[config.mk]
export PLATFORM = sky130hd
export DESIGN_NAME = winmon_top
export DESIGN_NICKNAME = d
export VERILOG_FILES = /design/src/rtl/winmon_pkg.sv /design/src/rtl/winmon_zone_classify.sv /design/src/rtl/winmon_match_fsm.sv /design/src/rtl/winmon_flag_bank.sv /design/src/rtl/winmon_top.sv
export SDC_FILE = /design/constraint.sdc
export NUM_CORES = 1
export LEC_CHECK = 0
export ABC_CLOCK_PERIOD_IN_PS = 1800
export CAP_MARGIN = 10
export CORE_ASPECT_RATIO = 0.7
export CORE_UTILIZATION = 37
export CTS_BUF_LIST = sky130_fd_sc_hd__clkbuf_8
export CTS_CLUSTER_DIAMETER = 150
export CTS_CLUSTER_SIZE = 16
export DETAILED_ROUTE_END_ITERATION = 10
export GPL_TIMING_DRIVEN = 0
export PLACE_DENSITY = 0.86
export SYNTH_ARGS = -nofsm -noshare
export SYNTH_HDL_FRONTEND = slang
export SYNTH_HIERARCHICAL = 1
export SYNTH_SLANG_ARGS = --single-unit
[constraint.sdc]
create_clock -name clk -period 1.8 [get_ports clk]
set_clock_uncertainty 0.2 [all_clocks]
set_input_delay 0.36 -clock clk [delete_from_list [all_inputs] [get_ports clk]]
set_output_delay 0.36 -clock clk [all_outputs]
set_load 0.02 [all_outputs]
[src/rtl/winmon_pkg.sv]
package winmon_pkg;

    localparam int unsigned ZONE_N = 3;

    typedef enum logic [1:0] {
        MON_OFF   = 2'd0,
        MON_ARMED = 2'd1,
        MON_TALLY = 2'd2
    } mon_state_e;

    // bit order: 0 below, 1 inside, 2 above
    typedef logic [ZONE_N-1:0] zone_vec_t;

endpackage

[src/rtl/winmon_zone_classify.sv]
module winmon_zone_classify
    import winmon_pkg::*;
#(
    parameter int unsigned SAMPLE_W = 12
) (
    input  logic [SAMPLE_W-1:0] sample,
    input  logic [SAMPLE_W-1:0] lo_bound,
    input  logic [SAMPLE_W-1:0] hi_bound,
    output zone_vec_t           zone_hit
);

    logic is_below;
    logic is_above;

    always_comb begin
        is_below    = sample < lo_bound;
        is_above    = sample > hi_bound;
        zone_hit[0] = is_below;
        zone_hit[1] = !is_below && !is_above;
        zone_hit[2] = is_above;
    end

endmodule

[src/rtl/winmon_match_fsm.sv]
module winmon_match_fsm
    import winmon_pkg::*;
#(
    parameter int unsigned CNT_W = 4
) (
    input  logic             clk,
    input  logic             rst_n,
    input  logic             enable,
    input  logic             sample_valid,
    input  logic             hit,
    input  logic [CNT_W-1:0] thr,
    output logic             fire
);

    localparam logic [CNT_W:0] ONE_EXT = (CNT_W+1)'(1);

    mon_state_e       st_q, st_d;
    logic [CNT_W-1:0] cnt_q, cnt_d;
    logic [CNT_W:0]   thr_eff;
    logic [CNT_W:0]   cnt_inc;
    logic             run_step;

    always_comb begin
        thr_eff = (thr == '0) ? ONE_EXT : {1'b0, thr};
        cnt_inc = {1'b0, cnt_q} + ONE_EXT;
    end

    // state register
    always_ff @(posedge clk or negedge rst_n) begin
        if (!rst_n) begin
            st_q  <= MON_OFF;
            cnt_q <= '0;
        end else begin
            st_q  <= st_d;
            cnt_q <= cnt_d;
        end
    end

    // next state and outputs
    always_comb begin
        st_d     = st_q;
        cnt_d    = cnt_q;
        fire     = 1'b0;
        run_step = 1'b0;
        unique case (st_q)
            MON_OFF: begin
                cnt_d = '0;
                if (enable) begin
                    st_d     = MON_ARMED;
                    run_step = sample_valid;
                end
            end
            MON_ARMED, MON_TALLY: begin
                if (!enable) begin
                    st_d  = MON_OFF;
                    cnt_d = '0;
                end else begin
                    run_step = sample_valid;
                end
            end
            default: begin
                st_d  = MON_OFF;
                cnt_d = '0;
            end
        endcase
        if (run_step) begin
            if (!hit) begin
                st_d  = MON_ARMED;
                cnt_d = '0;
            end else if (cnt_inc >= thr_eff) begin
                fire  = 1'b1;
                st_d  = MON_ARMED;
                cnt_d = '0;
            end else begin
                st_d  = MON_TALLY;
                cnt_d = cnt_inc[CNT_W-1:0];
            end
        end
    end

    assert_off_when_disabled_R8: assert property (@(posedge clk) disable iff (!rst_n)
        !enable |=> (st_q == MON_OFF && cnt_q == '0));

    assert_tally_has_count_R5: assert property (@(posedge clk) disable iff (!rst_n)
        (st_q == MON_TALLY) |-> (cnt_q != '0));

    assert_armed_is_empty_R5: assert property (@(posedge clk) disable iff (!rst_n)
        (st_q != MON_TALLY) |-> (cnt_q == '0));

    assert_fire_restarts_R5: assert property (@(posedge clk) disable iff (!rst_n)
        fire |=> (st_q == MON_ARMED && cnt_q == '0));

endmodule

[src/rtl/winmon_flag_bank.sv]
module winmon_flag_bank
    import winmon_pkg::*;
(
    input  logic      clk,
    input  logic      rst_n,
    input  logic      enable,
    input  logic      sample_valid,
    input  logic      hold,
    input  zone_vec_t zone_qual,
    input  logic      fire,
    input  logic      clr_wr,
    input  logic [3:0] clr_mask,
    output zone_vec_t zone_flag,
    output logic      event_flag
);

    zone_vec_t zone_set;

    always_comb begin
        zone_set = (enable && sample_valid && !hold) ? zone_qual : '0;
    end

    for (genvar z = 0; z < ZONE_N; z++) begin : g_zone
        always_ff @(posedge clk or negedge rst_n) begin
            if (!rst_n) begin
                zone_flag[z] <= 1'b0;
            end else if (zone_set[z]) begin
                zone_flag[z] <= 1'b1;
            end else if (clr_wr && clr_mask[z+1]) begin
                zone_flag[z] <= 1'b0;
            end
        end
    end

    always_ff @(posedge clk or negedge rst_n) begin
        if (!rst_n) begin
            event_flag <= 1'b0;
        end else if (fire) begin
            event_flag <= 1'b1;
        end else if (clr_wr && clr_mask[0]) begin
            event_flag <= 1'b0;
        end
    end

    assert_hold_freezes_zones_R7: assert property (@(posedge clk) disable iff (!rst_n)
        (hold && !clr_wr) |=> $stable(zone_flag));

    assert_event_from_fire_R5: assert property (@(posedge clk) disable iff (!rst_n)
        $rose(event_flag) |-> $past(fire));

    assert_below_clear_R9: assert property (@(posedge clk) disable iff (!rst_n)
        (clr_wr && clr_mask[1] && !zone_set[0]) |=> !zone_flag[0]);

    assert_set_beats_clear_R9: assert property (@(posedge clk) disable iff (!rst_n)
        fire |=> event_flag);

endmodule

[src/rtl/winmon_top.sv]
module winmon_top
    import winmon_pkg::*;
#(
    parameter int unsigned SAMPLE_W = 12,
    parameter int unsigned CNT_W    = 4,
    parameter int unsigned WORD_W   = 32
) (
    input  logic                clk,
    input  logic                rst_n,
    input  logic                res_valid,
    input  logic [SAMPLE_W-1:0] res_data,
    input  logic                cfg_enable,
    input  logic                cfg_irq_en,
    input  logic                cfg_below_en,
    input  logic                cfg_inside_en,
    input  logic                cfg_above_en,
    input  logic                cfg_hold_flags,
    input  logic [CNT_W-1:0]    cfg_match_thr,
    input  logic [WORD_W-1:0]   bounds_word,
    input  logic                clr_wr,
    input  logic [3:0]          clr_mask,
    output logic                flag_irq,
    output logic                flag_below,
    output logic                flag_inside,
    output logic                flag_above,
    output logic                irq
);

    localparam int unsigned LO_LSB = 0;
    localparam int unsigned HI_LSB = WORD_W / 2;

    logic [SAMPLE_W-1:0] lo_bound;
    logic [SAMPLE_W-1:0] hi_bound;
    logic                unused_bounds;
    zone_vec_t           zone_hit;
    zone_vec_t           zone_qual;
    zone_vec_t           zone_flag;
    logic                any_hit;
    logic                fire;

    always_comb begin
        lo_bound      = bounds_word[LO_LSB +: SAMPLE_W];
        hi_bound      = bounds_word[HI_LSB +: SAMPLE_W];
        unused_bounds = ^bounds_word;
        zone_qual     = zone_hit & {cfg_above_en, cfg_inside_en, cfg_below_en};
        any_hit       = |zone_qual;
    end

    winmon_zone_classify #(.SAMPLE_W(SAMPLE_W)) u_classify (
        .sample   (res_data),
        .lo_bound (lo_bound),
        .hi_bound (hi_bound),
        .zone_hit (zone_hit)
    );

    winmon_match_fsm #(.CNT_W(CNT_W)) u_fsm (
        .clk          (clk),
        .rst_n        (rst_n),
        .enable       (cfg_enable),
        .sample_valid (res_valid),
        .hit          (any_hit),
        .thr          (cfg_match_thr),
        .fire         (fire)
    );

    winmon_flag_bank u_flags (
        .clk          (clk),
        .rst_n        (rst_n),
        .enable       (cfg_enable),
        .sample_valid (res_valid),
        .hold         (cfg_hold_flags),
        .zone_qual    (zone_qual),
        .fire         (fire),
        .clr_wr       (clr_wr),
        .clr_mask     (clr_mask),
        .zone_flag    (zone_flag),
        .event_flag   (flag_irq)
    );

    always_comb begin
        flag_below  = zone_flag[0];
        flag_inside = zone_flag[1];
        flag_above  = zone_flag[2];
        irq         = flag_irq && cfg_irq_en;
    end

    assert_irq_gated_R10: assert property (@(posedge clk) disable iff (!rst_n)
        !cfg_irq_en |-> !irq);

    assert_one_zone_R3: assert property (@(posedge clk) disable iff (!rst_n)
        (res_valid && lo_bound <= hi_bound) |-> ($countones(zone_hit) == 1));

    assert_disabled_no_fire_R8: assert property (@(posedge clk) disable iff (!rst_n)
        !cfg_enable |-> !fire);

endmodule

# ---- After elaboration in Yosys (flattened, before gate mapping)
# Index checks and enable logic that the tools add are counted.
dict set report totals {
  reg_bits 10
  input_bits 62
  wordCells 62
}
dict set report op_classes {
  n_addsub 1
  magnitude_cmp 3
  eq_ne 4
  mux 26
  bitwise 1
  reduce_logical 21
}
# op n
set ops {}
lappend ops {{$mux 4} 6}
lappend ops {{$mux 1} 13}
lappend ops {{$gt 12x12->1} 1}
lappend ops {{$lt 12x12->1} 1}
lappend ops {{$mux 2} 5}
lappend ops {{$logic_and 1x1->1} 8}
lappend ops {{$reduce_bool 2->1} 4}
lappend ops {{$ne 3x2->1 const B} 2}
lappend ops {{$reduce_or 3->1} 2}
lappend ops {{$add 4x1->5 const B} 1}
lappend ops {{$ge 5x5->1} 1}
lappend ops {{$logic_not 4->1} 1}
lappend ops {{$pmux 2 s2} 1}
lappend ops {{$and 3x3->3} 1}
lappend ops {{$logic_not 1->1} 3}
lappend ops {{$mux 3} 1}
lappend ops {{$eq 2x1->1 const B} 1}
lappend ops {{$eq 2x2->1 const B} 1}
lappend ops {{$logic_not 2->1} 1}
lappend ops {{$reduce_and 2->1} 1}
lappend ops {{$reduce_or 2->1} 1}

# ---- Depth between registers and ports, before layout
# Gate-level depths: netlist of run 1.
dict set report depth {
  word_depth 8
  ltp_mapped 13
}

# ---- Hierarchy
# The synthesis of run 1 kept the hierarchy.
# mod instances cells_per_inst area_each_um2 seq_area_each_um2
set modules_own_cells {}
lappend modules_own_cells {winmon_zone_classify 1 85 618.1 0.0}
lappend modules_own_cells {winmon_match_fsm 1 48 488.0 150.1}
lappend modules_own_cells {winmon_flag_bank 1 13 157.7 100.1}
lappend modules_own_cells {winmon_top 1 6 40.0 0.0}

# ---- Worst setup path after synthesis of run 1
# No wires, ideal clock.
dict set report synth_timing {
  kind {input port to flip-flop}
  start {in bounds_word[17]}
  end {reg u_fsm.cnt_q[3]}
  arrival_ns 2.170
  required_time_ns 1.478
  path_slack_ns -0.691
  cell_stages 12
  path_buffers 1
  path_cell_list {inv_1 -> ha_1 -> nor2b_4 -> o211ai_2 -> a21oi_1 -> o31a_1 -> buf_4 -> a222oi_1 -> inv_1 -> nand4b_1 -> nor2b_4 -> a32o_1}
}
dict set report synth_between {
  elab_chain_cells 7
}
# element line_no
set synth_lines {}
lappend synth_lines {{start, declared} winmon_top.sv:19} ;# input logic [WORD_W-1:0] bounds_word,
lappend synth_lines {{$gt 12x12->1 *} winmon_zone_classify.sv:17} ;# is_above = sample > hi_bound;
lappend synth_lines {{named net u_classify.is_above} winmon_zone_classify.sv:13} ;# logic is_above;
lappend synth_lines {{$logic_not 1->1} winmon_zone_classify.sv:19} ;# zone_hit[1] = !is_below && !is_above;
lappend synth_lines {{$logic_and 1x1->1} winmon_zone_classify.sv:19}
lappend synth_lines {{$and 3x3->3 *} winmon_top.sv:45} ;# zone_qual = zone_hit & {cfg_above_en, cfg_inside_en, cfg_below_en};
lappend synth_lines {{$reduce_or 3->1 *} winmon_top.sv:46} ;# any_hit = |zone_qual;
lappend synth_lines {{named net any_hit} winmon_top.sv:38} ;# logic any_hit;
lappend synth_lines {{$mux 4 *} winmon_match_fsm.sv:67} ;# if (!hit) begin
lappend synth_lines {{$mux 4 *} winmon_match_fsm.sv:66} ;# if (run_step) begin
lappend synth_lines {{end signal, assigned} winmon_match_fsm.sv:35} ;# cnt_q <= cnt_d;
lappend synth_lines {{end, declared} winmon_match_fsm.sv:18} ;# logic [CNT_W-1:0] cnt_q, cnt_d;
# Mark *: on every way through the listed nets, which the timed path passes. The rest lies on a longest branch.
# A chain may end at the register's enable or synchronous reset.

# ---- Worst setup path after layout of run 1
dict set report layout_timing {
  start {in bounds_word[4]}
  end {reg u_fsm.st_q[0]}
}
dict set report layout_between {
  elab_chain_cells 7
}
# element line_no
set layout_lines {}
lappend layout_lines {{$lt 12x12->1} winmon_zone_classify.sv:16} ;# is_below = sample < lo_bound;
lappend layout_lines {{named net u_classify.is_below} winmon_zone_classify.sv:12} ;# logic is_below;
lappend layout_lines {{$logic_not 1->1} winmon_zone_classify.sv:19}
lappend layout_lines {{$logic_and 1x1->1} winmon_zone_classify.sv:19}
lappend layout_lines {{named net zone_hit[1]} winmon_top.sv:35} ;# zone_vec_t zone_hit;
lappend layout_lines {{$and 3x3->3} winmon_top.sv:45}
lappend layout_lines {{$reduce_or 3->1} winmon_top.sv:46}
lappend layout_lines {{named net any_hit} winmon_top.sv:38}
lappend layout_lines {{$mux 2} winmon_match_fsm.sv:67}
lappend layout_lines {{$mux 2} winmon_match_fsm.sv:66}
lappend layout_lines {{end signal, assigned} winmon_match_fsm.sv:34} ;# st_q <= st_d;
lappend layout_lines {{end, declared} winmon_match_fsm.sv:17} ;# mon_state_e st_q, st_d;
# The timed path passes the listed nets, and every way through them passes these cells.

==> flow_metrics.env, run 1 <==
export IMPL_detailroute_wirelength_met2_um=1850
export IMPL_grt_pass1_vias=1377
export IMPL_detailedPlacementHpwl_um=2810
export IMPL_cp_arrival_ps=2470
export IMPL_crit_path_max_incr_delay_ps=270
export IMPL_track_usage=0.211
export IMPL_seq_power_share=0.237
export IMPL_pwr_share_comb=0.511
export IMPL_layout_common_cells="ha_4 (20), clkdlybuf4s50_1 (17), buf_6 (16)"
export IMPL_top_layer_used="met4"
export IMPL_crit_slowest_cell="ha_4"
export IMPL_setup_ws_ps=-749
export IMPL_rows=17
export IMPL_status="complete, but fails checks"
export IMPL_area_growth_pct=84.4
export IMPL_tightestPinTransition_ps=538
export IMPL_yosysUniqueCellTypes=41
export IMPL_clockRootBuffer="clkbuf_8"
export IMPL_vias=1331
export IMPL_crit_type="in2reg"
export IMPL_synthCells=152
export IMPL_placed_cell_area_um2=2080
export IMPL_report_final_slew_viol_count=0
export IMPL_dieArea_um2=3770
export IMPL_hp_class="in2async"
export IMPL_post_route_drc_count=0
export IMPL_min_period_ps=2550
export IMPL_setup_tns_ps=-5190
export IMPL_clock_path_buffers=2
export IMPL_h_tree_depth=1
export IMPL_critPathLaunchType="primary input"
export IMPL_io_buffers=58
export IMPL_die_w_um=73.0
export IMPL_grt_max_degree=11
export IMPL_clkTransAtPathRegs_ps=50
export IMPL_p_sw_mw=0.365
export IMPL_num_antenna_cells=0
export IMPL_antenna_found_initial=0
export IMPL_pin_count=67
export IMPL_fin_nets=311
export IMPL_utilization=0.739
export IMPL_clockPowerShare=0.252
export IMPL_nFillCells=236
export IMPL_syn_nets=244
export IMPL_p_total_mw=1.12
export IMPL_final_common_cell="ha_4"
export IMPL_drtIter0Drc=34
export IMPL_fmax_ghz=0.392
export IMPL_die_h_um=51.7
export IMPL_insertion_delay_ps=240
export IMPL_clock_sinks=10
export IMPL_hold_ws_ps=238
export IMPL_setup_viol=10
export IMPL_fin_area_um2=2400
export IMPL_ys_seq_area_frac=0.192
export IMPL_required_ps=1720
export IMPL_core_area_um2=3250
export IMPL_ys_warn_count=6
export IMPL_p_int_mw=0.756
export IMPL_routed_via_density=5.02
export IMPL_layout_drive_gt1_share=0.537
export IMPL_path_max_fanout=4
export IMPL_post_route_period_util=1.42
export IMPL_finalNonFillerCells=265
export IMPL_leakage_nw=1.15
export IMPL_cp_cell_sequence="buf_4 > inv_6 > ha_4 > nand2_4 > nor3_4 > a21oi_2 > o21a_1 > buf_6 > nor2_4 > a222oi_1 > inv_1 > nand4b_1 > nor2b_4 > o21ai_4 > a32o_1"
export IMPL_ant_nets=0
export IMPL_met1_length_um=1670
export IMPL_violations="setup timing"
export IMPL_wirelength_um=3830
export IMPL_place_gp_congestion=0.837
export IMPL_rsz0062_at_grt="yes"
export IMPL_max_cap_violations=0
export IMPL_ir_drop_v=0.000455
export IMPL_avgSynthCellArea_um2=8.58
export IMPL_cts_tree="done"
export IMPL_netlist_area_um2=1300
export IMPL_swShare=0.326
export IMPL_cts_buffers=3
export IMPL_initial_utilization=0.401
export IMPL_cellPowerDensity_nw_per_um2=466
export IMPL_grt_pass1_wl_um=6050
export IMPL_dp_slack_ps=-1490
export IMPL_ys_seq_elements=10
export IMPL_grt_overflow_total=0
export IMPL_routedWlPerCell_um=14.4
export IMPL_hold_violations=0
export IMPL_slew_headroom=0.638
export IMPL_numPlacedInstances=257
export IMPL_drt_first_pass_iters=4
export IMPL_wl_met3_um=230
export IMPL_worstSetupEndpointType="register"
==> worst max-delay path, delay by kind of cell <==
family / cells / cell delay (ps)
adders and majority gates: 1 / 270
AOI/OAI and AO/OA: 5 / 720
and+or+nand+nor: 5 / 780
buffers and inverters: 4 / 320
==> cells in the mapped netlist <==
master	count	area share
a21o_1	3	0.017
o211ai_2	1	0.0096
nor2b_1	1	0.0048
nand4b_1	1	0.0067
nand2_1	11	0.032
nand3_1	1	0.0038
o31a_1	1	0.0067
a222oi_1	1	0.0077
xor2_1	1	0.0067
o21bai_1	1	0.0058
nand2b_1	3	0.014
a211oi_1	1	0.0058
o21ai_2	1	0.0067
nor3_1	2	0.0077
a211oi_2	1	0.0096
o21ai_1	1	0.0038
a22o_1	4	0.027
nor2_1	1	0.0029
dfrtp_1	10	0.19
and3b_1	1	0.0067
o311ai_2	1	0.012
a31oi_1	1	0.0048
and2_2	1	0.0058
a32o_1	3	0.023
or2_1	1	0.0048
buf_4	2	0.012
a21oi_2	3	0.020
inv_1	30	0.086
buf_6	1	0.0086
nor2b_4	2	0.021
nor2_2	1	0.0048
and2_1	3	0.014
and3_1	1	0.0048
o21ai_0	7	0.027
a31o_2	1	0.0067
nor4b_1	1	0.0067
nand4_1	4	0.019
ha_1	30	0.29
a21oi_1	9	0.035
o21a_1	2	0.012
xnor2_1	1	0.0067
==> registers in the layout (all words and copies together), names as in the netlist <==
name,count
u_fsm/cnt_q,4
u_flags/event_flag,1
u_fsm/st_q,2
u_flags/zone_flag,3
==> path summary, 6_finish.rpt <==
path / start / to / slack, ps / depth (start not counted)
hold / removal: rst_n / u_fsm/cnt_q[1] / 240 / 1
setup reg to reg: u_fsm/cnt_q[0] / u_flags/event_flag / -620 / 7
max in group asynchronous: rst_n / u_flags/event_flag / 850 / 1
min in group clk: u_flags/event_flag / u_flags/event_flag / 300 / 1
hold reg to reg: u_flags/event_flag / u_flags/event_flag / 300 / 1
setup / recovery: bounds_word[4] / u_fsm/st_q[0] / -750 / 15
==> final cells by class <==
type / count / area, um^2 / share of cell area
multi-input cells: 109 / 1270 / 0.529
inverters: 30 / 153 / 0.0635
repair buffers: 62 / 588 / 0.245
flip-flops and latches: 10 / 250 / 0.104
clock buffers: 4 / 55.1 / 0.0229
plain buffers: 3 / 26.3 / 0.0109
well taps: 47 / 58.8 / 0.0245
==> power by group through the flow <==
stage / logic [mW] / clock network, mW / registers [mW]
after detailed placement: 0.471 / 0 / 0.269
final: 0.573 / 0.283 / 0.265
after floorplan: 0.257 / 0 / 0.273
after global placement: 0.459 / 0 / 0.268
after global routing: 0.632 / 0.299 / 0.268
after CTS: 0.512 / 0.289 / 0.266
==> what timing repair did <==
item / in CTS / in global routing
hold endpoints to repair: 0 / 0
setup buffers: 2 / 2
gates cloned: 0 / 0
resized for setup: 176 / 48
pin swaps: 43 / 23
hold buffers: 0 / 0
endpoints found under the setup margin: 11 / 15
==> metal layers <==
layer	vias to the layer above	GRT usage
li1	670	-
met1	610	0.272
met2	45	0.372
met3	6	0.0484
met4	0	0.0261
met5	-	0
==> kinds of logic (layout without fill, tap and decap cells) <==
family | Yosys count | count (layout) | synth area share
XOR/XNOR | 2 | 2 | 0.0134
buffers and inverters | 33 | 99 | 0.107
flip-flops | 10 | 10 | 0.192
AND/OR/NAND/NOR | 35 | 35 | 0.160
AO/OA/AOI/OAI | 42 | 42 | 0.240
adder cells (fa/ha/maj) | 30 | 30 | 0.288
Note: power is estimated with default switching activity, not from simulation.
==> inputs of run 2 (changes only) <==
GPL_ROUTABILITY_DRIVEN = 0   (was unset)
==> results of run 2 <==
Same layout as run 1: the final DEF is identical, and so are final timing and power.
==> inputs of run 3 (changes only) <==
MAX_ROUTING_LAYER = met4   (was unset)
==> flow_metrics.env, run 3 (synthesized netlist as in run 1, its figures left out) <==
export IMPL_status="complete, but fails checks"
export IMPL_violations="setup timing"
export IMPL_rrSetupSlack_ps=-620
export IMPL_dieArea_um2=3770
export IMPL_post_route_drc_count=0
export IMPL_grt_pass1_wl_um=6050
export IMPL_crit_slowest_cell="ha_4"
export IMPL_die_h_um=51.7
export IMPL_r2r_end="u_flags/event_flag"
export IMPL_numPlacedInstances=257
export IMPL_setup_ws_ps=-752
export IMPL_cp_arrival_ps=2470
export IMPL_cts_buffers=3
export IMPL_busiest_layer="met2"
export IMPL_ir_drop_v=0.000452
export IMPL_swShare=0.325
export IMPL_nFillCells=236
export IMPL_use_met1=0.273
export IMPL_final_common_cell="ha_4"
export IMPL_seq_power_share=0.237
export IMPL_placed_cell_area_um2=2080
export IMPL_h_tree_depth=1
export IMPL_ant_nets=0
export IMPL_clock_sinks=10
export IMPL_grt_overflow_total=0
export IMPL_routed_via_density=5.02
export IMPL_drtIter0Drc=36
export IMPL_detailedPlacementHpwl_um=2810
export IMPL_hold_ws_ps=241
export IMPL_track_usage=0.217
export IMPL_critPathLaunchType="primary input"
export IMPL_clockPowerShare=0.251
export IMPL_crit_type="in2reg"
export IMPL_io_buffers=58
export IMPL_antenna_found_initial=0
export IMPL_crit_end="u_fsm/st_q[0]"
export IMPL_post_route_period_util=1.42
export IMPL_clkTransAtPathRegs_ps=50
export IMPL_clock_path_buffers=2
export IMPL_clockRootBuffer="clkbuf_8"
export IMPL_pwr_share_comb=0.512
export IMPL_wirelength_um=3820
export IMPL_path_max_fanout=4
export IMPL_core_area_um2=3250
export IMPL_area_growth_pct=84.4
export IMPL_tightestPinTransition_ps=529
export IMPL_rsz0062_at_grt="yes"
export IMPL_cts_tree="done"
export IMPL_num_antenna_cells=0
export IMPL_pin_count=67
export IMPL_leakage_nw=1.15
export IMPL_reg2reg_depth=7
export IMPL_cp_cell_sequence="buf_4 > inv_6 > ha_4 > nand2_4 > nor3_4 > a21oi_2 > o21a_1 > buf_6 > nor2_4 > a222oi_1 > inv_1 > nand4b_1 > nor2b_4 > o21ai_4 > a32o_1"
export IMPL_crit_path_max_incr_delay_ps=270
export IMPL_multiInputGateArea_um2=1270
export IMPL_layout_common_cells="ha_4 (20), clkdlybuf4s50_1 (17), buf_6 (16)"
export IMPL_p_sw_mw=0.363
export IMPL_min_period_ps=2550
export IMPL_insertion_delay_ps=240
export IMPL_worstSetupEndpointType="register"
export IMPL_routedWlPerCell_um=14.4
export IMPL_setup_tns_ps=-5220
export IMPL_die_w_um=73.0
export IMPL_required_ps=1720
export IMPL_grt_pass1_vias=1370
export IMPL_cp_startpoint="bounds_word[4]"
export IMPL_largest_reg_flops=4
export IMPL_fin_area_um2=2400
export IMPL_cellPowerDensity_nw_per_um2=466
export IMPL_rows=17
export IMPL_drt_first_pass_iters=4
export IMPL_layout_drive_gt1_share=0.537
export IMPL_met2_usage=0.372
export IMPL_r2r_start="u_fsm/cnt_q[0]"
export IMPL_initial_utilization=0.401
export IMPL_vias=1330
export IMPL_hp_class="in2async"
export IMPL_fmax_ghz=0.392
export IMPL_top_regs="u_fsm/cnt_q (4), u_flags/zone_flag (3), u_fsm/st_q (2)"
export IMPL_finalNonFillerCells=265
export IMPL_grt_use_met3=0.0465
export IMPL_setup_viol=10
export IMPL_report_final_slew_viol_count=0
export IMPL_regArea_um2=250
export IMPL_grt_max_degree=11
export IMPL_regMostFlops="u_fsm/cnt_q"
export IMPL_slew_headroom=0.644
export IMPL_fin_nets=311
export IMPL_hold_violations=0
export IMPL_p_int_mw=0.756
export IMPL_max_cap_violations=0
## run 3: cell counts in the layout (fill, tap and decap cells not counted)
Identical to the previous run, type by type.
## run 3: what timing repair did
action                                  4_1_cts  5_1_grt
pin swaps                                    43       23
setup buffers                                 2        2
hold buffers                                  0        0
resized for setup                           176       48
cloned                                        0        0
endpoints found under the setup margin       11       15
## run 3: worst max-delay path, delay by kind of cell
kind | cells | cell delay, ps
compound gates | 5 | 720
fa+ha+maj | 1 | 270
buf+inv | 4 | 320
simple gates | 5 | 780
## run 3: layout make-up
type                            instances  area share
Clock buffer                            4      0.0229
Inverter                               30      0.0635
Buffer                                  3      0.0109
Sequential cell                        10       0.104
Timing Repair Buffer                   62       0.245
Multi-Input combinational cell        109       0.529
Tap cell                               47      0.0245
## run 3: stage by stage
stage | setup WS [ps] | utilization | power, mW
final | -752 | 0.739 | 1.12
after global routing | -868 | 0.739 | 1.20
after CTS | -685 | 0.690 | 1.07
after detailed placement | -1490 | 0.638 | 0.740
after global placement | -1450 | 0.638 | 0.726
after floorplan | -651 | - | 0.531
## run 3: worst min path at each step
stage | slack [ps] | endpoint | depth (start not counted) | startpoint
2_1_floorplan | -140 | u_flags/event_flag | 0 | rst_n
3_3_place_gp | 290 | u_flags/zone_flag[0] | 1 | u_flags/zone_flag[0]
3_5_place_dp | 290 | u_flags/zone_flag[0] | 1 | u_flags/zone_flag[0]
4_1_cts | 250 | u_fsm/cnt_q[1] | 1 | rst_n
5_1_grt | 290 | u_fsm/cnt_q[2] | 1 | rst_n
6_report | 240 | u_fsm/cnt_q[1] | 1 | rst_n
## run 3: power by group through the flow
stage                     logic, mW  clock network [mW]  registers [mW]
after floorplan               0.257                   0           0.273
after global placement        0.459                   0           0.268
after detailed placement      0.471                   0           0.269
after CTS                     0.512               0.289           0.266
after global routing          0.632               0.299           0.268
final                         0.573               0.281           0.266
## run 3: metal layers
metal	part of all wire	up-vias
li1	-	671
met1	0.44	612
met2	0.49	41
met3	0.053	6
met4	0.020	0
met5	0	-
